## src/rtl/rtc_pkg.sv

```systemverilog
// Shared constants, bank encoding and BCD helpers for the banked clock.
// Assumes 4-bit registers and a 4-bit address space.
package rtc_pkg;
    localparam int NIB  = 4;
    localparam int AW   = 4;
    localparam int NREG = 13;
    localparam int NALM = 10;

    localparam logic [AW-1:0] A_LAST_LO = 4'hC;
    localparam logic [AW-1:0] A_SEL24   = 4'hA;
    localparam logic [AW-1:0] A_LEAP    = 4'hB;
    localparam logic [AW-1:0] A_CTRL    = 4'hD;
    localparam logic [AW-1:0] A_TEST    = 4'hE;
    localparam logic [AW-1:0] A_CLR     = 4'hF;

    typedef enum logic [1:0] {BK_TIME, BK_ALRM, BK_RAMA, BK_RAMB} bank_e;

    // Two BCD digits to a binary value.
    function automatic logic [7:0] bcd_val(input logic [3:0] t, input logic [3:0] o);
        return {4'b0, t} * 8'd10 + {4'b0, o};
    endfunction

    // Tens digit of a binary value below 100.
    function automatic logic [3:0] tens_of(input logic [7:0] v);
        logic [7:0] q;
        q = v / 8'd10;
        return q[3:0];
    endfunction

    // Ones digit of a binary value.
    function automatic logic [3:0] ones_of(input logic [7:0] v);
        logic [7:0] r;
        r = v % 8'd10;
        return r[3:0];
    endfunction

    // Days in a month; leap selects the 29-day February.
    function automatic logic [7:0] month_len(input logic [7:0] mon, input logic leap);
        case (mon)
            8'd2:                      return leap ? 8'd29 : 8'd28;
            8'd4, 8'd6, 8'd9, 8'd11:   return 8'd30;
            default:                   return 8'd31;
        endcase
    endfunction
endpackage

```

## src/rtl/rtc_nibble_ram.sv

```systemverilog
// Nibble-wide register file with an optional bulk clear of its low entries.
// Assumes the address is checked here; writes past DEPTH are dropped.
module rtc_nibble_ram #(
    parameter int DEPTH     = 13,
    parameter int CLR_DEPTH = 0
) (
    input  logic                         clk,
    input  logic                         rst_n,
    input  logic                         we,
    input  logic [rtc_pkg::AW-1:0]       addr,
    input  logic [rtc_pkg::NIB-1:0]      wdata,
    input  logic                         clr,
    output logic [DEPTH-1:0][rtc_pkg::NIB-1:0] img_o
);
    logic [rtc_pkg::NIB-1:0] mem [DEPTH];

    // Storage update: reset, bulk clear, then single-entry write.
    always_ff @(posedge clk) begin
        if (!rst_n) begin
            for (int i = 0; i < DEPTH; i++) mem[i] <= '0;
        end else if (clr) begin
            for (int i = 0; i < CLR_DEPTH; i++) mem[i] <= '0;
        end else if (we && int'(addr) < DEPTH) begin
            mem[addr] <= wdata;
        end
    end

    // Whole-array image for readers.
    always_comb begin
        for (int i = 0; i < DEPTH; i++) img_o[i] = mem[i];
    end

    for (genvar g = 0; g < DEPTH; g++) begin : g_chk
        AST_RAM_HOLD: assert property (@(posedge clk) disable iff (!rst_n)
            (!we && !clr) |=> mem[g] == $past(mem[g]));
        if (g < CLR_DEPTH) begin : g_clr
            AST_ALARM_CLR: assert property (@(posedge clk) disable iff (!rst_n)
                clr |=> mem[g] == '0);
        end
    end
endmodule

```

## src/rtl/rtc_time_core.sv

```systemverilog
// Time and date digit counters with carry chain, 12/24 select and leap counter.
// Assumes adv is a one-cycle second event; host writes win over advance per digit.
module rtc_time_core
    import rtc_pkg::*;
(
    input  logic                       clk,
    input  logic                       rst_n,
    input  logic                       adv,
    input  logic                       wr_en,
    input  logic [AW-1:0]              wr_addr,
    input  logic [NIB-1:0]             wdata,
    input  logic                       sel_we,
    input  logic                       leap_we,
    output logic [NREG-1:0][NIB-1:0]   dig_o,
    output logic                       sel24_o,
    output logic [1:0]                 leap_o
);
    logic [NREG-1:0][NIB-1:0] dig, nxt;
    logic       sel24;
    logic [1:0] leap;
    logic       c_min, c_hr, c_day, c_mon, c_yr;

    // Next digits for one second, computed through the full carry chain.
    always_comb begin
        logic [7:0] v, hr, dy, mo;
        logic       pm;
        nxt = dig;
        c_hr = 1'b0; c_day = 1'b0; c_mon = 1'b0; c_yr = 1'b0;
        hr = '0; dy = '0; mo = '0; pm = 1'b0;
        v = bcd_val(dig[1], dig[0]);
        c_min = v >= 8'd59;
        v = c_min ? 8'd0 : v + 8'd1;
        nxt[1] = tens_of(v); nxt[0] = ones_of(v);
        if (c_min) begin
            v = bcd_val(dig[3], dig[2]);
            c_hr = v >= 8'd59;
            v = c_hr ? 8'd0 : v + 8'd1;
            nxt[3] = tens_of(v); nxt[2] = ones_of(v);
        end
        if (c_hr) begin
            if (sel24) begin
                hr = bcd_val({2'b0, dig[5][1:0]}, dig[4]);
                c_day = hr >= 8'd23;
                v = c_day ? 8'd0 : hr + 8'd1;
                nxt[5] = tens_of(v); nxt[4] = ones_of(v);
            end else begin
                hr = bcd_val({3'b0, dig[5][0]}, dig[4]);
                pm = dig[5][1];
                if (hr == 8'd11) begin
                    v = 8'd12; c_day = pm; pm = ~pm;
                end else if (hr >= 8'd12) begin
                    v = 8'd1;
                end else begin
                    v = hr + 8'd1;
                end
                nxt[5] = {2'b0, pm, v >= 8'd10};
                nxt[4] = ones_of(v);
            end
        end
        if (c_day) begin
            nxt[6] = (dig[6] >= 4'd6) ? 4'd0 : dig[6] + 4'd1;
            mo = bcd_val(dig[10], dig[9]);
            dy = bcd_val(dig[8], dig[7]);
            c_mon = dy >= month_len(mo, leap == 2'd0);
            v = c_mon ? 8'd1 : dy + 8'd1;
            nxt[8] = tens_of(v); nxt[7] = ones_of(v);
        end
        if (c_mon) begin
            c_yr = mo >= 8'd12;
            v = c_yr ? 8'd1 : mo + 8'd1;
            nxt[10] = tens_of(v); nxt[9] = ones_of(v);
        end
        if (c_yr) begin
            v = bcd_val(dig[12], dig[11]);
            v = (v >= 8'd99) ? 8'd0 : v + 8'd1;
            nxt[12] = tens_of(v); nxt[11] = ones_of(v);
        end
    end

    // Digit state: reset value, second advance, then host digit write.
    always_ff @(posedge clk) begin
        if (!rst_n) begin
            dig    <= '0;
            dig[7] <= 4'd1;
            dig[9] <= 4'd1;
        end else begin
            if (adv) dig <= nxt;
            if (wr_en && wr_addr <= A_LAST_LO) dig[wr_addr] <= wdata;
        end
    end

    // Mode select and leap counter: host write wins over year carry.
    always_ff @(posedge clk) begin
        if (!rst_n) begin
            sel24 <= 1'b1;
            leap  <= '0;
        end else begin
            if (sel_we) sel24 <= wdata[0];
            if (leap_we)          leap <= wdata[1:0];
            else if (adv && c_yr) leap <= leap + 2'd1;
        end
    end

    assign dig_o   = dig;
    assign sel24_o = sel24;
    assign leap_o  = leap;

    AST_FROZEN: assert property (@(posedge clk) disable iff (!rst_n)
        (!adv && !wr_en) |=> dig == $past(dig));
    AST_SEC_WRAP: assert property (@(posedge clk) disable iff (!rst_n)
        (adv && !wr_en && dig[1] == 4'd5 && dig[0] == 4'd9) |=> (dig[1] == 4'd0 && dig[0] == 4'd0));
    AST_HOUR24_WRAP: assert property (@(posedge clk) disable iff (!rst_n)
        (adv && !wr_en && !sel_we && sel24 && dig[5] == 4'd2 && dig[4] == 4'd3 &&
         dig[3] == 4'd5 && dig[2] == 4'd9 && dig[1] == 4'd5 && dig[0] == 4'd9)
        |=> (dig[5] == 4'd0 && dig[4] == 4'd0));
endmodule

```

## src/rtl/nibble_rtc.sv

```systemverilog
// Top of the banked clock: control, test and clear registers, prescaler,
// held-second logic, bank decode, read mux, pulse outputs and alarm match.
// Assumes tick_in is a one-cycle pulse at 16 Hz and a single-cycle write strobe.
module nibble_rtc
    import rtc_pkg::*;
#(
    parameter int DIV_BITS = 4
) (
    input  logic           clk,
    input  logic           rst_n,
    input  logic           tick_in,
    input  logic           bus_wr,
    input  logic [3:0]     bus_addr,
    input  logic [3:0]     bus_wdata,
    output logic [3:0]     bus_rdata,
    output logic           pulse_fast_o,
    output logic           pulse_sec_o,
    output logic           alarm_o
);
    localparam int NRAM = 2;

    logic [NIB-1:0]          ctrl, test_q;
    logic [1:0]              pul_en;
    logic [DIV_BITS-1:0]     div;
    logic                    held;
    bank_e                   bank;
    logic                    run, alm_en, lo, sec_evt, adv;
    logic                    clr_wr, div_clr, alm_clr;
    logic [NREG-1:0][NIB-1:0] dig;
    logic [NALM-1:0][NIB-1:0] alm_img;
    logic [NREG-1:0][NIB-1:0] ram_img [NRAM];
    logic                    sel24;
    logic [1:0]              leap;

    assign bank    = bank_e'(ctrl[1:0]);
    assign run     = ctrl[3];
    assign alm_en  = ctrl[2];
    assign lo      = bus_addr <= A_LAST_LO;
    assign clr_wr  = bus_wr && bus_addr == A_CLR;
    assign div_clr = clr_wr && bus_wdata[1];
    assign alm_clr = clr_wr && bus_wdata[0];
    assign sec_evt = tick_in && (&div);
    assign adv     = run && (sec_evt || held);

    // Control, test scratch and pulse-enable registers.
    always_ff @(posedge clk) begin
        if (!rst_n) begin
            ctrl   <= 4'h8;
            test_q <= '0;
            pul_en <= '0;
        end else if (bus_wr) begin
            if (bus_addr == A_CTRL) ctrl   <= bus_wdata;
            if (bus_addr == A_TEST) test_q <= bus_wdata;
            if (clr_wr)             pul_en <= bus_wdata[3:2];
        end
    end

    // Prescaler from the 16 Hz tick to seconds.
    always_ff @(posedge clk) begin
        if (!rst_n || div_clr) div <= '0;
        else if (tick_in)      div <= div + 1'b1;
    end

    // Held second: set while stopped, consumed when running.
    always_ff @(posedge clk) begin
        if (!rst_n || div_clr) held <= 1'b0;
        else if (run)          held <= sec_evt && held;
        else                   held <= held || sec_evt;
    end

    rtc_time_core u_core (
        .clk     (clk),
        .rst_n   (rst_n),
        .adv     (adv),
        .wr_en   (bus_wr && lo && bank == BK_TIME),
        .wr_addr (bus_addr),
        .wdata   (bus_wdata),
        .sel_we  (bus_wr && bank == BK_ALRM && bus_addr == A_SEL24),
        .leap_we (bus_wr && bank == BK_ALRM && bus_addr == A_LEAP),
        .dig_o   (dig),
        .sel24_o (sel24),
        .leap_o  (leap)
    );

    rtc_nibble_ram #(.DEPTH(NALM), .CLR_DEPTH(NALM)) u_alarm (
        .clk   (clk),
        .rst_n (rst_n),
        .we    (bus_wr && bank == BK_ALRM && int'(bus_addr) < NALM),
        .addr  (bus_addr),
        .wdata (bus_wdata),
        .clr   (alm_clr),
        .img_o (alm_img)
    );

    for (genvar g = 0; g < NRAM; g++) begin : g_ram
        rtc_nibble_ram #(.DEPTH(NREG), .CLR_DEPTH(0)) u_ram (
            .clk   (clk),
            .rst_n (rst_n),
            .we    (bus_wr && lo && ctrl[1:0] == 2'(g + 2)),
            .addr  (bus_addr),
            .wdata (bus_wdata),
            .clr   (1'b0),
            .img_o (ram_img[g])
        );
    end

    // Read mux: shared registers first, then the selected bank.
    always_comb begin
        bus_rdata = '0;
        if (bus_addr == A_CTRL)      bus_rdata = ctrl;
        else if (bus_addr == A_TEST) bus_rdata = test_q;
        else if (bus_addr == A_CLR)  bus_rdata = {pul_en, 2'b00};
        else begin
            case (bank)
                BK_TIME: bus_rdata = dig[bus_addr];
                BK_ALRM: begin
                    if (int'(bus_addr) < NALM)    bus_rdata = alm_img[bus_addr];
                    else if (bus_addr == A_SEL24) bus_rdata = {3'b0, sel24};
                    else if (bus_addr == A_LEAP)  bus_rdata = {2'b0, leap};
                end
                BK_RAMA: bus_rdata = ram_img[0][bus_addr];
                default: bus_rdata = ram_img[1][bus_addr];
            endcase
        end
    end

    // Pulse outputs and alarm comparison over minutes to day digits.
    assign pulse_fast_o = pul_en[0] && tick_in;
    assign pulse_sec_o  = pul_en[1] && div[DIV_BITS-1];
    assign alarm_o      = alm_en && (alm_img[8:2] == dig[8:2]);

    AST_HELD_SET: assert property (@(posedge clk) disable iff (!rst_n)
        (!run && sec_evt && !div_clr) |=> held);
    AST_DIV_CLEAR: assert property (@(posedge clk) disable iff (!rst_n)
        div_clr |=> (div == '0 && !held));
endmodule

```

## config.mk

```make
export PLATFORM = sky130hd
export DESIGN_NAME = nibble_rtc
export DESIGN_NICKNAME = d
export VERILOG_FILES = /design/src/rtl/rtc_pkg.sv /design/src/rtl/rtc_nibble_ram.sv /design/src/rtl/rtc_time_core.sv /design/src/rtl/nibble_rtc.sv
export SDC_FILE = /design/constraint.sdc
export NUM_CORES = 1
export LEC_CHECK = 0
export BUFFER_PORTS_ARGS = -buffer_cell sky130_fd_sc_hd__buf_2
export CAP_MARGIN = 30
export CORE_ASPECT_RATIO = 0.6
export CORE_MARGIN = 8
export CORE_UTILIZATION = 40
export CTS_BUF_LIST = sky130_fd_sc_hd__clkbuf_8 sky130_fd_sc_hd__clkbuf_16
export DETAILED_ROUTE_END_ITERATION = 7
export GPL_TIMING_DRIVEN = 1
export HOLD_SLACK_MARGIN = 0.1
export PLACE_DENSITY = 0.58
export SETUP_SLACK_MARGIN = 0.15
export SYNTH_ARGS = -nofsm -noshare
export SYNTH_HDL_FRONTEND = slang
export SYNTH_HIERARCHICAL = 1
export SYNTH_SLANG_ARGS = --single-unit
```

## constraint.sdc

```tcl
create_clock -name clk -period 14.55 [get_ports clk]
set_input_delay 1.455 -clock clk [delete_from_list [all_inputs] [get_ports clk]]
set_output_delay 1.455 -clock clk [all_outputs]
set_load 0.005 [all_outputs]
```

# == Word-level counts from Yosys, hierarchy flattened ==
# Memories as Yosys holds them, arrays and structs flattened.
# Index checks and enable logic that the tools add are counted.
# W data, S select, Z words.
# op_classes
n_addsub,17
mul,7
n_div,13
order_cmp,14
eq_ne,15
muxes,85
n_bitwise,11
reduce_logical,37
# op_table
op,n
$mux W52,3
$mux W8,17
$mux W4,26
$bmux W4 S4,4
$add A8 B1 Y8 const B,7
$mod A8 B4 Y8 const B,7
$bwmux W52,1
$div A8 B4 Y8 const B,6
$add A8 B4 Y8,5
$mul A4 B3 Y7 const B,5
$eq A28 B28 Y1,1
$mux W1,26
$eq A8 B4 Y1 const B,3
$ge A8 B4 Y1 const B,3
$logic_and A1 B1 Y1,23
$eq A4 B4 Y1 const B,5
$demux W4 S4,1
$eq A8 B3 Y1 const B,2
$ge A8 B6 Y1 const B,2
$pmux W8 S2,1
$reduce_or A4 Y1,4
$mux W12,1
$pmux W4 S3,1
$or A1 B1 Y1,10
25 further kinds,35
# totals
reg_bits,70
ramBits,144
in_bits,12
out_inout_bits,7
word_cells,222
memories,3
# memory_table
memory,words,word_bits,rd,rd_ports_with_merged_regs,write_ports,line_no,source
g_ram[0].u_ram.mem,13,4,13,0,13,rtc_nibble_ram.sv:15,logic [rtc_pkg::NIB-1:0] mem [DEPTH];
g_ram[1].u_ram.mem,13,4,13,0,13,rtc_nibble_ram.sv:15,
u_alarm.mem,10,4,10,0,10,rtc_nibble_ram.sv:15,

# == Logic depth before layout (Yosys ltp) ==
# Gate-level depths: netlist of run 1.
# depth
depth_word,15
mapped_depth,21
depth_no_buf,20

# == Modules after synthesis ==
# The synthesis of run 1 kept the hierarchy.
# by_module_without_submodules
module,n_inst,cells_per_inst,area_each_um2,seq_area_each_um2
rtc_time_core,1,841,6603.8,1101.1
nibble_rtc,1,330,3064.2,300.3
rtc_nibble_ram at g_ram[1].u_ram,1,159,2307.2,1561.5
rtc_nibble_ram at g_ram[0].u_ram,1,162,2242.2,1561.5
rtc_nibble_ram at u_alarm,1,121,1756.7,1201.2

# == Worst setup path before layout of run 1 ==
# OpenSTA, ideal clock, no wires.
# synth_path
kind,reg2reg
start,"register u_core.dig, in the netlist u_core/dig_o[41]"
end,"register u_core.dig, in the netlist u_core/dig_o[31]"
setup_time_ps,92
arrival_ps,4635
required_ps,14458
slack_ps,9823
path_stages_with_launch,19
path_buffers,0
period_less_slack_ps,4727
path_cell_list,dfxtp_1 > ha_1 > ha_1 > fa_1 > nand2_1 > or4b_2 > nand3_1 > or2_2 > ha_1 > nand2b_1 > a21o_1 > a221oi_1 > a2bb2oi_1 > o311ai_0 > ha_1 > nor2_1 > xnor2_1 > nor2_1 > o32ai_1
# synth_via
elab_chain_cells,14
elab_cells_between_ends,18
cone_classes,add/sub (1); mul (1); div (1); order compare (1); eq/ne (5); mux (8); reduce/logical (1)
# synth_lines
element,line_no,source
"start, declared",rtc_time_core.sv:18,"logic [NREG-1:0][NIB-1:0] dig, nxt;"
"start signal, assigned",rtc_time_core.sv:87,if (adv) dig <= nxt;
"start signal, assigned by index",rtc_time_core.sv:88,if (wr_en && wr_addr <= A_LAST_LO) dig[wr_addr] <= wdata;
$mul A4 B3 Y7 *,rtc_pkg.sv:20,"return {4'b0, t} * 8'd10 + {4'b0, o};"
$add A8 B4 Y8 *,rtc_pkg.sv:20,
$eq A8 B3 Y1 or $eq A8 B4 Y1 (tied branches),rtc_pkg.sv:39,case (mon)
$reduce_or A4 Y1,rtc_pkg.sv:39,
$pmux W8 S2 *,rtc_pkg.sv:39,
$mux W8 *,rtc_time_core.sv:60,if (c_day) begin
$ge A8 B8 Y1 *,rtc_time_core.sv:64,"c_mon = dy >= month_len(mo, leap == 2'd0);"
$mux W8 *,rtc_time_core.sv:65,v = c_mon ? 8'd1 : dy + 8'd1;
$mod A8 B4 Y8 *,rtc_pkg.sv:33,r = v % 8'd10;
$mux W12 *,rtc_time_core.sv:60,
$mux W52 *,rtc_time_core.sv:87,
$mux W52 *,rtc_time_core.sv:82,if (!rst_n) begin
$bwmux W52,rtc_time_core.sv:88,
$mux W52 *,rtc_time_core.sv:88,
# Every way passes the cells marked *; elsewhere a longest branch is shown, timed or not. The select of a mux whose other input is x is not followed.
# A chain may end at the register's enable or synchronous reset.

# == Worst setup path after layout of run 1 ==
# layout_path
start,input port bus_addr[0]
end,output port bus_rdata[0]
# layout_via
elab_chain_cells,8
elab_cells_between_ends,21
cone_classes,order compare (1); eq/ne (5); mux (15)
# layout_lines
element,line_no,source
"start, declared",nibble_rtc.sv:13,"input logic [3:0] bus_addr,"
"parallel branches: the longest is 7 deep, another holds $bmux W4 S4",--,
$mux W4 *,nibble_rtc.sv:110,if (bus_addr == A_CTRL) bus_rdata = ctrl;
"end, declared",nibble_rtc.sv:15,"output logic [3:0] bus_rdata,"
# Mark *: on every way between the ends. The select of a mux whose other input is x is not followed.

==> results.txt, run 1 <==
The number of nets in the finished design is 1658. The number of inserted diodes is 0. The number of register bits inferred by synthesis came out at roughly 210. Along the worst hold path, the cell count comes to 2.

The clock sink total came out at around 210. The max-cap violation count is 0. Setup repair after global routing left no endpoint under its margin.

After synthesis, the share of flip-flops with an asynchronous set or reset is 0%. The power density normalized to cell area came out at a little over 80 nW/µm². The clock transition time at the flip-flop clock pins of the worst setup and hold paths is about 0.060 ns. The TritonCTS clock tree is built. The final design area excluding fillers came out at 16940 µm².

In this run, CTS created clock tree buffers numbering 22. The global route total overflow came out at 0. The hold-fix buffer count after cts is 0. The synthesized design contains roughly 140 enable-type register cells. The number of gates resized after CTS was 0. The first TritonRoute pass finished after 6 iterations. In this run the cell area measured after placement is ~16000 µm².

The run finished with clean final reports. The placed wire-length estimate is ~35000 µm. The number of instances in the synthesized netlist came out at 1613. The global-route usage over all layers is around 20%. The setup TNS came out at 0 ns. The synthesized design spends more area on one cell type than any other, namely sky130_fd_sc_hd__edfxtp_1. The static leakage power came out at 5.968 nW.

The fraction of final layout cells sized beyond drive strength 1 came out at between 10% and 20%. The placer's final routability congestion estimate is approximately 0.93. The die extent in x came out at ~270 µm. The final setup skew is just under 0.02 ns. In this run the clock root is driven by a sky130_fd_sc_hd__clkbuf_16. The final route contains 13.27k vias. The mean post-synth cell area came out at 9.903 µm². The deepest clock path buffer count is 3.

The path type of the worst min-delay path is reg -> reg. Using the TritonRoute via totals, the vias-per-cell ratio works out to between 6 and 7. The vertical die dimension is 170.8 µm. The kind of capture point of the worst setup path is an output pin. Final hold analysis gives a worst-case slack of 0.5024 ns.

The routed wirelength normalized by instance count is around 23 µm. Yosys attributes the largest share of cell area to sky130_fd_sc_hd__edfxtp_1 27%, sky130_fd_sc_hd__dfxtp_1 8.8%, sky130_fd_sc_hd__ha_1 4.7%, sky130_fd_sc_hd__nor3_1 4.4%, sky130_fd_sc_hd__mux4_2 3.8%. The floorplan has 56 rows. The top cell type's share of synthesized area is 27.07%. Derived from the worst setup path, the maximum achievable clock frequency is about 170 MHz. Entering global routing, the biggest net connects 66 pins. The synthesis warning total is 6. The initial core utilization is around two fifths.

In this run the most critical hold path is launched from held. The buffers inserted during post-CTS setup optimization is 0. The number of failing hold endpoints at the final stage is 0.

The total area inside the core boundary comes to between 30000 and 40000 µm². The required time of the worst setup path is 13.10 ns. The number of antenna violations at the first check in global routing is 1. In this run the worst path has a maximum fanout of 63. The synthesis-to-layout area growth is 6.039%. In this run, the number of DRC markers left after iteration 0 of detailed routing was 1639. The synthesized netlist contains 124 unique library cells.

The worst setup path is launched from an input port. The maximum ir drop on the vdd rail came out at just over 60 µV. The count of input and output buffers is 18. Sequential cells were found to cover a little over a third of the synthesized design area. The path depth of the worst reg2reg path is 20. The worst path arrival time came out at between 4 and 5 ns.

In this run the critical register-to-register path is launched from u_core/dig_o[43]. The floorplan step defined a die boundary enclosing around 47000 µm². The number of top-level design ports came out at 19. In this run the tightest slew margin relative to its limit is approximately a third. The clock reaches the later pin of the worst-skew pair after roughly 0.53 ns. The count of nets left with antenna violations after detail routing came out at 0. The routed wire length came out at between 40000 and 50000 µm. In this run the worst setup path begins at bus_addr[0]. In this run the number of H-tree levels came out at 1. The synthesized cell area came out at around 16000 µm². The final period utilization is 40.12%. The worst setup path is of the in -> out kind.

The wire length of the first global-routing pass is roughly 74000 µm. The number of pins exceeding their max-slew limit in the final report came out at 0. Setup violations remaining at the end of the flow were counted as 0. The slew at the pin with the worst max-slew slack came out at between 1 and 1.5 ns. For this run, the leading register cell type out of synthesis is sky130_fd_sc_hd__edfxtp_1.

The DRC violations left came out at 0. The shortest clock period the worst path allows after layout came out at about 5.8 ns. The via count of the first global-routing pass is 11.89k.
layer usage:
metal,up-vias,wire length (µm),GRT usage (%),share of wire [%]
li1,6102,-,-,-
met1,6512,24350,32.85,51
met2,597,17850,25.27,37
met3,55,5046,4.740,10
met4,2,838,3.587,1.7
met5,-,13,0,0.027
synth_stat cells, types with 23 or more instances:
cell	instances
sky130_fd_sc_hd__nand2_1	103
sky130_fd_sc_hd__nor3_2	36
sky130_fd_sc_hd__o21ai_0	52
sky130_fd_sc_hd__nand3b_1	28
sky130_fd_sc_hd__inv_1	57
sky130_fd_sc_hd__nand2b_1	23
sky130_fd_sc_hd__nor3_1	139
sky130_fd_sc_hd__xnor2_1	36
sky130_fd_sc_hd__dfxtp_1	70
sky130_fd_sc_hd__o31ai_1	23
sky130_fd_sc_hd__mux4_2	27
sky130_fd_sc_hd__clkbuf_1	40
sky130_fd_sc_hd__nand3_1	46
sky130_fd_sc_hd__ha_1	60
sky130_fd_sc_hd__nor2_1	105
sky130_fd_sc_hd__a21oi_1	62
sky130_fd_sc_hd__edfxtp_1	144
sky130_fd_sc_hd__buf_2	32
sky130_fd_sc_hd__xor2_1	46
sky130_fd_sc_hd__mux2i_1	46
per-stage QoR:
stage / utilization [%] / setup WS [ns] / instances / power (W)
floorplan: - / 9.823 / 1616 / 0.0008056
global placement: 41.45 / 8.822 / 2071 / 0.0008542
detailed placement: 41.48 / 8.787 / 2073 / 0.0008553
CTS: 43.17 / 8.768 / 2111 / 0.001389
global route: 43.17 / 8.416 / 2111 / 0.001427
finish: 43.17 / 8.713 / 2111 / 0.001386
cell usage in the layout, fill, tap and decap left out, types with 11 or more instances in the layout:
cell	Yosys	final
sky130_fd_sc_hd__edfxtp_1	144	144
sky130_fd_sc_hd__nand2_1	103	103
sky130_fd_sc_hd__xor2_1	46	46
sky130_fd_sc_hd__nand2b_1	23	23
sky130_fd_sc_hd__nand3_1	46	46
sky130_fd_sc_hd__buf_2	32	16
sky130_fd_sc_hd__or3b_1	12	12
sky130_fd_sc_hd__ha_1	60	60
sky130_fd_sc_hd__o221ai_1	13	13
sky130_fd_sc_hd__nor3b_1	11	11
sky130_fd_sc_hd__o31ai_1	23	23
sky130_fd_sc_hd__nor2b_1	18	18
sky130_fd_sc_hd__xnor2_1	36	36
sky130_fd_sc_hd__nor4_1	11	11
sky130_fd_sc_hd__dfxtp_1	70	70
sky130_fd_sc_hd__buf_4	8	16
sky130_fd_sc_hd__nor3_1	139	139
sky130_fd_sc_hd__o22ai_1	12	12
sky130_fd_sc_hd__nand3b_1	28	28
sky130_fd_sc_hd__nor3_2	36	36
sky130_fd_sc_hd__o211ai_1	18	18
sky130_fd_sc_hd__o21ai_1	21	21
sky130_fd_sc_hd__mux4_2	27	27
sky130_fd_sc_hd__and2_1	13	13
sky130_fd_sc_hd__fa_1	11	11
sky130_fd_sc_hd__o21ai_0	52	52
sky130_fd_sc_hd__mux2i_1	46	46
sky130_fd_sc_hd__nor2_1	105	105
sky130_fd_sc_hd__a21o_1	14	14
sky130_fd_sc_hd__a21oi_1	62	62
sky130_fd_sc_hd__inv_1	57	66
sky130_fd_sc_hd__a211oi_1	19	19
sky130_fd_sc_hd__clkbuf_16	0	23
sky130_fd_sc_hd__and3_1	11	11
sky130_fd_sc_hd__a31oi_1	19	19
cell families (layout without fill, tap and decap cells):
kind of cell / Yosys count / count (layout) / share of synthesized area [%]
compound gates: 379 / 379 / 17.73
buf+inv: 159 / 132 / 5.091
other cells: 1 / 4 / 0.02348
mux: 84 / 84 / 7.841
fa+ha+maj: 72 / 72 / 6.141
simple gates: 615 / 615 / 21.89
flops: 214 / 214 / 35.84
xor+xnor: 89 / 89 / 5.444
registers in the layout, summed over array words and instances (netlist names):
register,cells
u_core/dig_o,52
g_ram.u_ram/mem,104
ctrl,4
pul_en,2
div,4
u_alarm/mem,40
test_q,4
u_core/leap_o,2
u_core/sel24_o,1
held,1
worst max-delay path: stages:
cell and delay (ns):
sky130_fd_sc_hd__buf_6 0.45, sky130_fd_sc_hd__buf_4 0.79, sky130_fd_sc_hd__mux4_2 0.60, sky130_fd_sc_hd__mux2i_1 0.21
sky130_fd_sc_hd__nor2_1 0.08, sky130_fd_sc_hd__o31ai_1 0.43, sky130_fd_sc_hd__a31oi_1 0.16, sky130_fd_sc_hd__buf_2 0.17
layout make-up:
class                      instances  area, µm²
inverter                          61      229.0
clock inverter                    15      86.33
tap                              522      653.1
clock buffer                      23      575.6
timing repair buffer              33      211.5
sequential                       214       5725
fill                            3763      22300
multi-input combinational       1243       9458
path summary, 6_finish.rpt:
path	endpoint	slack [ns]
worst max register to register	u_core/dig_o[31]	8.87
worst min register to register	held	0.50
worst max-delay path	bus_rdata[0]	8.71
worst min-delay path	held	0.50
where the power goes:
group	leakage, nW	internal (W)	switching [W]
clock	0.360	0.000301	0.000238
combinational	3.56	0.0000562	0.000111
sequential	2.05	0.000665	0.0000151
Power figures use the tool's default switching activity.
==> run 2: changes to the inputs <==
ABC_AREA = 1   (was unset)
PLACE_DENSITY = 0.6   (was 0.58)
clock period = 5.15 ns   (was 14.55 ns; I/O delays follow)
==> run 2 against run 1 <==
Against the previous run: sequential cell count is the same; register-to-register slack lost 8.3 ns; combinational power grew to 2.8 times the previous value; total power grew to 2.8 times the previous value; critical path type is now reg -> reg; critical endpoint is now u_core/dig_o[30].
==> results.txt, run 2 <==
The synthesized-area fraction occupied by ao, oa, aoi and oai cells is between 10% and 20%. The via count of the first global-routing pass came out at roughly 12k. The xor-xnor portion of the synthesized cell area is 2.777%.

The area share of and/or/nand/nor cells after synthesis is between 30% and 40%. The required time of the worst setup path is between 5 and 6 ns. The sequential cell area fraction in the yosys report came out at about two fifths.

The proportion of synthesized area in mux cells is less than 1%. The run finished with clean final reports. After routing the design area is ~16000 µm². The deepest clock path buffer count came out at 3. The setup TNS came out at 0 ns. The switching share of power is between 20% and 30%.

For this design the top-level I/O count stands at 19. Counting flops with an async set or reset pin after synthesis yields a share of 0%. The most common cell in the synthesized netlist is sky130_fd_sc_hd__nand2_1. After clock tree synthesis, the repair step resized 0 gates. The routed wire length came out at around 46000 µm. The leading cell type in the layout, fill and taps excluded is sky130_fd_sc_hd__nand2_1. The maximum clock rate came out at between 200 and 250 MHz. The number of failing hold endpoints at the final stage is 0.

Clock-pin slew was measured on the worst setup and hold paths at ~0.070 ns. Among cell families on the critical path, the largest total delay comes from adder cells. The max-cap violation count came out at 0.

For this design, the slowest cell found on the critical path is sky130_fd_sc_hd__dfxtp_1. The mean post-synth cell area is approximately 7.4 µm². The number of register bits inferred by synthesis came out at roughly 210. The largest net degree at the start of global routing came out at 44. The TritonCTS clock tree is built.

By area the synthesized netlist is led by sky130_fd_sc_hd__edfxtp_1 29%, sky130_fd_sc_hd__nand2_1 14%, sky130_fd_sc_hd__dfxtp_1 9.3%, sky130_fd_sc_hd__nor2_1 7.0%, sky130_fd_sc_hd__inv_1 5.1%. The count of nets left with antenna violations after detail routing is 0. In this run the core area contains 55 standard-cell rows. The top cell type's share of synthesized area is about 29%. The DRC violations left came out at 0. The buffers inserted during post-CTS setup optimization came out at 0.

The routed wirelength normalized by instance count came out at between 15 and 20 µm. In the synthesized netlist, the number of instances is just over 2k. Counting flops with a built-in enable in the synthesized netlist gives 144. The first-iteration detailed-routing DRC count came out at approximately 1.7k. In the layout the commonest cells are 559 x sky130_fd_sc_hd__nand2_1, 281 x sky130_fd_sc_hd__nor2_1, 207 x sky130_fd_sc_hd__inv_1. The count of input and output buffers came out at 18. The headroom to the max-slew limit came out at 30.44%.

In this run the power spent charging and discharging nets is around 0.0011 W. The type of element launching the critical path is a flip-flop. The synthesis warning total came out at 6. After the last flow step, the layout net total stands at between 2k and 2.5k.

The most used flip-flop cell after synthesis is sky130_fd_sc_hd__edfxtp_1. After synthesis, the netlist uses 64 different library cells. The clock buffer count from CTS came out at 21. The worst setup path is of the reg -> reg kind.

The main combinational cell family by area after synthesis is simple AND/OR/NAND/NOR gates. The H-tree depth reported by CTS is 1. The placed wire-length estimate came out at around 34000 µm. The cell area after placement is 15560 µm². Of the total power, the clock network draws between 30% and 40%.

Hold repair after CTS inserted 0 buffers. The number of pins exceeding their max-slew limit in the final report was 0. The register with the most flip-flops is g_ram.u_ram/mem.

In this run, the combinational gates consume around an eighth of the power. The shortest clock period the worst path allows after layout is around 4.6 ns. The path class of the tightest hold or removal check is in -> reg. Together, buffers and inverters on the worst path number 2. The number of antenna violations at the first check in global routing is 0.

The die extent in x came out at between 200 and 300 µm. The initial core utilization came out at 40.27%. The number of failing setup endpoints in the final timing report is 0. After synthesis, the most frequently instantiated cells are 559 x sky130_fd_sc_hd__nand2_1, 281 x sky130_fd_sc_hd__nor2_1, 204 x sky130_fd_sc_hd__inv_1. The static leakage power came out at 7.362 nW. The area share of fa/ha/maj cells after synthesis is between 6 and 7%. The maximum ir drop on the vdd rail came out at around 220 µV. The number of iterations in the first detailed-routing pass came out at 6.

The placer's final routability congestion estimate is between 0.9 and 1. The power density normalized to cell area came out at around 240 nW/µm². The detailed router placed 13.75k vias in this run. Of all nets on the critical path, the largest fanout is 5. The number of inserted diodes is 0. For the final database, setup skew stands at 0.008907 ns. Cells fill between 40% and 50% of the core in the end. The die outline area is around 44000 µm². The flip-flop count of the largest register after layout came out at ~100.

Setup slack on the worst reg-to-reg path comes out at roughly 0.53 ns. The design internal power came out at 0.002792 W. Among the stages of the critical path, the cell type that occurs most often is sky130_fd_sc_hd__ha_1. The largest stage delay on the critical path is 0.45 ns. The kind of capture point of the worst setup path is a flip-flop. After global routing the overflow that remains totals 0. Across every metal layer, demand over resource in global routing totals 20.14%. For the pin with the worst max-slew slack, the measured transition is between 1 and 1.5 ns. In this run the clock root is driven by a sky130_fd_sc_hd__clkbuf_16.

The clock reaches the later pin of the worst-skew pair after between 0.5 and 0.6 ns. The power share of the sequential group is between 40% and 50%. The via count normalized by instance count came out at ~5.4. In the final layout, the share of cells above drive strength 1 is under 10%. The synthesis-to-layout area growth is 7.683%. The wire length of the first global-routing pass is slightly above 70000 µm. The vertical die dimension is between 150 and 200 µm.

The critical path goes through ha_1, ha_1, fa_1, xor2_1, nand3_1, xor2_1, a211o_1, nor2_1, nand2_1, ha_1, inv_1, a21boi_0, o211ai_1, nand2_2, clkinv_2, nand3b_1, nand2_1, o21ai_1, xor2_1, ha_1, nand2_1, nand3_1, a21oi_1. The synthesized cell area is approximately 15000 µm². The worst path arrival time came out at 5.08 ns. The biggest area contributor in the post-synthesis netlist is sky130_fd_sc_hd__edfxtp_1. Setup repair after global routing left no endpoint under its margin. The core box area is roughly 37000 µm². The clock sink total is approximately 210. The final period utilization came out at about nine tenths.
## run 2: changes by cell type in the layout (fill, tap and decap cells not counted), sizes merged, moves of 37 or more
cell,change
nand2,+494
nor2,+203
nor3,-164
inv,+157
nand3,+115
mux2i,-45
a21oi,+37
## run 2: logic make-up (layout without fill, tap and decap cells)
family,Yosys count,after routing
AO/OA/AOI/OAI,263,263
XOR/XNOR,46,46
adder cells (fa/ha/maj),71,71
buffers and inverters,285,300
flip-flops,214,214
multiplexers,1,1
other,1,2
AND/OR/NAND/NOR,1139,1139
## run 2: stage by stage
step	hold slack [ns]	setup slack, ns	std cells	power [W]
floorplan	0.4410	1.079	2021	0.002255
global route	0.3668	0.1529	2549	0.003989
detailed placement	0.4606	0.6084	2512	0.002403
CTS	0.3477	0.5641	2548	0.003865
finish	0.3530	0.5271	2549	0.003861
global placement	0.4523	0.8537	2512	0.002396
## run 2: layer usage
layer / share of wire [%] / up-vias / global-route usage (%)
li1: - / 6692 / -
met5: 0 / - / 0
met3: 11 / 55 / 4.481
met2: 38 / 648 / 26.53
met4: 1.7 / 0 / 3.819
met1: 50 / 6359 / 32.45
## run 2: worst reg2reg max path: stages (launching register included)
cell                       delay (ns)
sky130_fd_sc_hd__dfxtp_1         0.45
sky130_fd_sc_hd__ha_1            0.28
sky130_fd_sc_hd__ha_1            0.22
sky130_fd_sc_hd__fa_1            0.39
sky130_fd_sc_hd__xor2_1          0.21
sky130_fd_sc_hd__nand3_1         0.12
sky130_fd_sc_hd__xor2_1          0.16
sky130_fd_sc_hd__a211o_1         0.24
sky130_fd_sc_hd__nor2_1          0.18
sky130_fd_sc_hd__nand2_1         0.09
sky130_fd_sc_hd__ha_1            0.29
sky130_fd_sc_hd__inv_1           0.04
sky130_fd_sc_hd__a21boi_0        0.16
sky130_fd_sc_hd__o211ai_1        0.12
sky130_fd_sc_hd__nand2_2         0.15
sky130_fd_sc_hd__clkinv_2        0.15
sky130_fd_sc_hd__nand3b_1        0.16
sky130_fd_sc_hd__nand2_1         0.09
sky130_fd_sc_hd__o21ai_1         0.30
sky130_fd_sc_hd__xor2_1          0.22
sky130_fd_sc_hd__ha_1            0.26
sky130_fd_sc_hd__nand2_1         0.07
sky130_fd_sc_hd__nand3_1         0.08
sky130_fd_sc_hd__a21oi_1         0.13
## run 2: final timing paths
check,depth (start not counted),start,to
min reg2reg,2,test_q[3],test_q[3]
min,3,tick_in,div[0]
max,23,u_core/dig_o[41],u_core/dig_o[30]
max reg2reg,23,u_core/dig_o[41],u_core/dig_o[30]
## run 2: power by group through the flow
stage	registers [W]	logic (W)	clock network, W
finish	0.00192	0.000465	0.00148
global route	0.00192	0.000512	0.00156
CTS	0.00191	0.000454	0.00150
detailed placement	0.00195	0.000452	0
global placement	0.00195	0.000445	0
floorplan	0.00193	0.000320	0
## run 2: cell type report
type | instances | area (µm²)
timing repair buffer | 30 | 192.7
multi-input combinational | 1522 | 8124
sequential | 214 | 5725
inverter | 234 | 900.9
fill | 3798 | 21160
clock buffer | 21 | 525.5
clock inverter | 15 | 92.59
tap | 513 | 641.9
==> run 3: changes to the inputs <==
RECOVER_POWER = 25   (was unset)
==> run 3 against run 2 <==
Against the previous run: critical path depth did not move; cell count stayed put; sequential power about the same; critical endpoint unchanged; largest cell class unchanged.
==> results.txt, run 3 (synthesized netlist as in run 2, its figures left out) <==
The first-iteration detailed-routing DRC count came out at 1691. The largest stage delay on the critical path is 0.45 ns. Cell internal power was estimated by the tool at 0.002792 W. The most frequent cell on the critical path is sky130_fd_sc_hd__ha_1. The floorplan step defined a core boundary enclosing 37370 µm². The area of the multi-input gates came out at approximately 8000 µm². The slew at the pin with the worst max-slew slack came out at 1.399 ns. The via count of the first global-routing pass came to 12.44k. The number of pins exceeding their max-slew limit in the final report is 0. The via count normalized by instance count came out at 5.425.

The cell area after placement came out at roughly 16000 µm². The clock transition time at the flip-flop clock pins of the worst setup and hold paths came out at 0.07 ns. TritonCTS built the clock tree.

Setup repair after global routing left no endpoint under its margin. At the later pin of the worst-skew pair, clock insertion delay measures about 0.53 ns. The static leakage power came out at between 7 and 8 nW. The type of element launching the critical path is a flip-flop. For this block, wires on met1 add up to roughly 23000 µm. The deepest clock path buffer count came out at 3. The final setup skew is roughly 0.0093 ns. The detailed route wirelength on metal2 is 17430 µm. The global route total overflow is 0. Along the worst path, the maximum fanout reaches 5. VDD sags by at most 203.2 µV. The fraction of power consumed by the clock network is 38.4%. The count of nets left with antenna violations after detail routing is 0. The flip-flop count of the largest register after layout came out at between 100 and 150.

The tree is rooted in a sky130_fd_sc_hd__clkbuf_16. The number of antenna violations at the first check in global routing is 0. The final period utilization came out at about 90%. The share of total power dissipated in combinational logic is roughly an eighth.

The finished cells cover approximately 16000 µm². Grouping stages by cell kind, the critical path spends the most delay in adder cells. The buffers inserted during post-CTS setup optimization came out at 0. The H-tree depth reported by CTS is 1. The initial core utilization came out at approximately two fifths. The setup TNS came out at 0 ns. Routability-driven placement finished with a final weighted congestion of between 0.9 and 1. The placed wire-length estimate is around 34000 µm. The power density normalized to cell area is approximately 240 nW/µm². Relative to the synthesized area, the layout overhead comes to 7.443%. Setup violations remaining at the end of the flow were counted as 0. Registers are responsible for 49.6% of the overall power.

The number of gates resized after CTS was 0. The number of iterations in the first detailed-routing pass is 6. The slowest cell on the critical path is sky130_fd_sc_hd__dfxtp_1. The run finished with clean final reports. The clock sink total is 214. The fraction of final layout cells sized beyond drive strength 1 is around 8.3%. The repair_antennas step left the layout with diodes totalling 0. Global routing consumed, over all layers together, around a fifth of the routing resources. The setup path with the least slack is of type reg -> reg. The required time of the worst setup path is approximately 5.6 ns. The largest net degree at the start of global routing came out at between 40 and 50. The via count is between 10k and 15k. The wire length of the first global-routing pass came out at between 70000 and 80000 µm. The clock buffer count from CTS is 21. The max-cap violation count came out at 0.

The die extent in x is 266.4 µm. The layout has about 3.8k filler cells. After detailed routing, no signal wire sits above met4. The routed wirelength normalized by instance count is around 18 µm. The number of top-level design ports came out at 19. The headroom to the max-slew limit came out at 6.633%. In the layout the commonest cells are 560 x sky130_fd_sc_hd__nand2_1, 289 x sky130_fd_sc_hd__nor2_1, 208 x sky130_fd_sc_hd__inv_1. Row generation in the floorplan step produced 55 rows. The worst setup path is captured at a flip-flop. More flip-flops sit in one register than any other, and that register is g_ram.u_ram/mem.

The design draws between 0.003 and 0.004 W. The shortest clock period the worst path allows after layout is between 4 and 5 ns. The die outline area came out at 44280 µm². The vertical die dimension is between 150 and 200 µm. The number of failing hold endpoints at the final stage is 0. The switching share of power is roughly 28%. The register area came out at roughly 5700 µm². In this run the power spent charging and discharging nets is between 0.001 and 0.0015 W. The critical path contains buffers and inverters numbering 2 combined.

The DRC violations left came out at 0. The path type of the worst min-delay path is in -> reg. The total length of routed met3 wires is around 4800 µm. The minimum hold slack came out at roughly 0.35 ns. During placement, the flow inserted port buffers numbering 18. Traced cell by cell, the critical path runs through ha_1, ha_1, fa_1, xor2_1, nand3_1, xor2_1, a211o_1, nor2_1, nand2_1, ha_1, inv_1, a21boi_0, o211ai_1, nand2_2, clkinv_2, nand3b_1, nand2_1, o21ai_1, xor2_1, ha_1, nand2_1, nand3_1, a21oi_1. Timing would allow up to approximately 220 MHz. The number of nets in the finished design came out at roughly 2.1k. The leading cell type in the layout, fill and taps excluded is sky130_fd_sc_hd__nand2_1. The routed wire length is 46040 µm. Buffers inserted to repair hold after CTS numbered 0. The worst path arrival time came out at slightly above 5 ns.
## run 3: worst paths after layout
path / start / to / slack, ns / cells after the start
worst max-delay path: u_core/dig_o[41] / u_core/dig_o[30] / 0.53 / 23
worst min-delay path: tick_in / div[0] / 0.35 / 3
worst max register to register: u_core/dig_o[41] / u_core/dig_o[30] / 0.53 / 23
worst min register to register: test_q[3] / test_q[3] / 0.47 / 2
## run 3: layout make-up
cell class	instances	share of cell area (%)
clock inverters	15	0.5727
flip-flops and latches	214	35.42
clock buffers	21	3.251
well taps	513	3.970
repair buffers	30	1.145
inverters	234	5.565
multi-input cells	1522	50.08
## run 3: worst register-to-register path, stage by stage, from the launching register on
cell and delay (ns):
sky130_fd_sc_hd__dfxtp_1 0.45, sky130_fd_sc_hd__ha_1 0.28, sky130_fd_sc_hd__ha_1 0.22, sky130_fd_sc_hd__fa_1 0.39, sky130_fd_sc_hd__xor2_1 0.21, sky130_fd_sc_hd__nand3_1 0.12
sky130_fd_sc_hd__xor2_1 0.16, sky130_fd_sc_hd__a211o_1 0.24, sky130_fd_sc_hd__nor2_1 0.18, sky130_fd_sc_hd__nand2_1 0.09, sky130_fd_sc_hd__ha_1 0.29, sky130_fd_sc_hd__inv_1 0.04
sky130_fd_sc_hd__a21boi_0 0.16, sky130_fd_sc_hd__o211ai_1 0.12, sky130_fd_sc_hd__nand2_2 0.15, sky130_fd_sc_hd__clkinv_2 0.15, sky130_fd_sc_hd__nand3b_1 0.16, sky130_fd_sc_hd__nand2_1 0.09
sky130_fd_sc_hd__o21ai_1 0.31, sky130_fd_sc_hd__xor2_1 0.22, sky130_fd_sc_hd__ha_1 0.26, sky130_fd_sc_hd__nand2_1 0.07, sky130_fd_sc_hd__nand3_1 0.07, sky130_fd_sc_hd__a21oi_1 0.13
## run 3: metal layers
layer	vias to the layer above	GRT usage, %
met5	-	0
met2	654	26.53
met3	62	4.481
met1	6428	32.45
met4	0	3.819
li1	6684	-
## run 3: through the flow
| step | utilization (%) | instances | setup slack, ns |
|---|---|---|---|
| floorplan | - | 2021 | 1.079 |
| CTS | 43.31 | 2548 | 0.5641 |
| global placement | 41.65 | 2512 | 0.8537 |
| global route | 43.26 | 2549 | 0.1529 |
| finish | 43.26 | 2549 | 0.5286 |
| detailed placement | 41.65 | 2512 | 0.6084 |
## run 3: power by group through the flow
stage | registers (W) | clock network, W | logic [W]
4_1_cts | 0.00191 | 0.00150 | 0.000454
6_report | 0.00192 | 0.00148 | 0.000463
2_1_floorplan | 0.00193 | 0 | 0.000320
3_5_place_dp | 0.00195 | 0 | 0.000452
5_1_grt | 0.00192 | 0.00156 | 0.000510
3_3_place_gp | 0.00195 | 0 | 0.000445
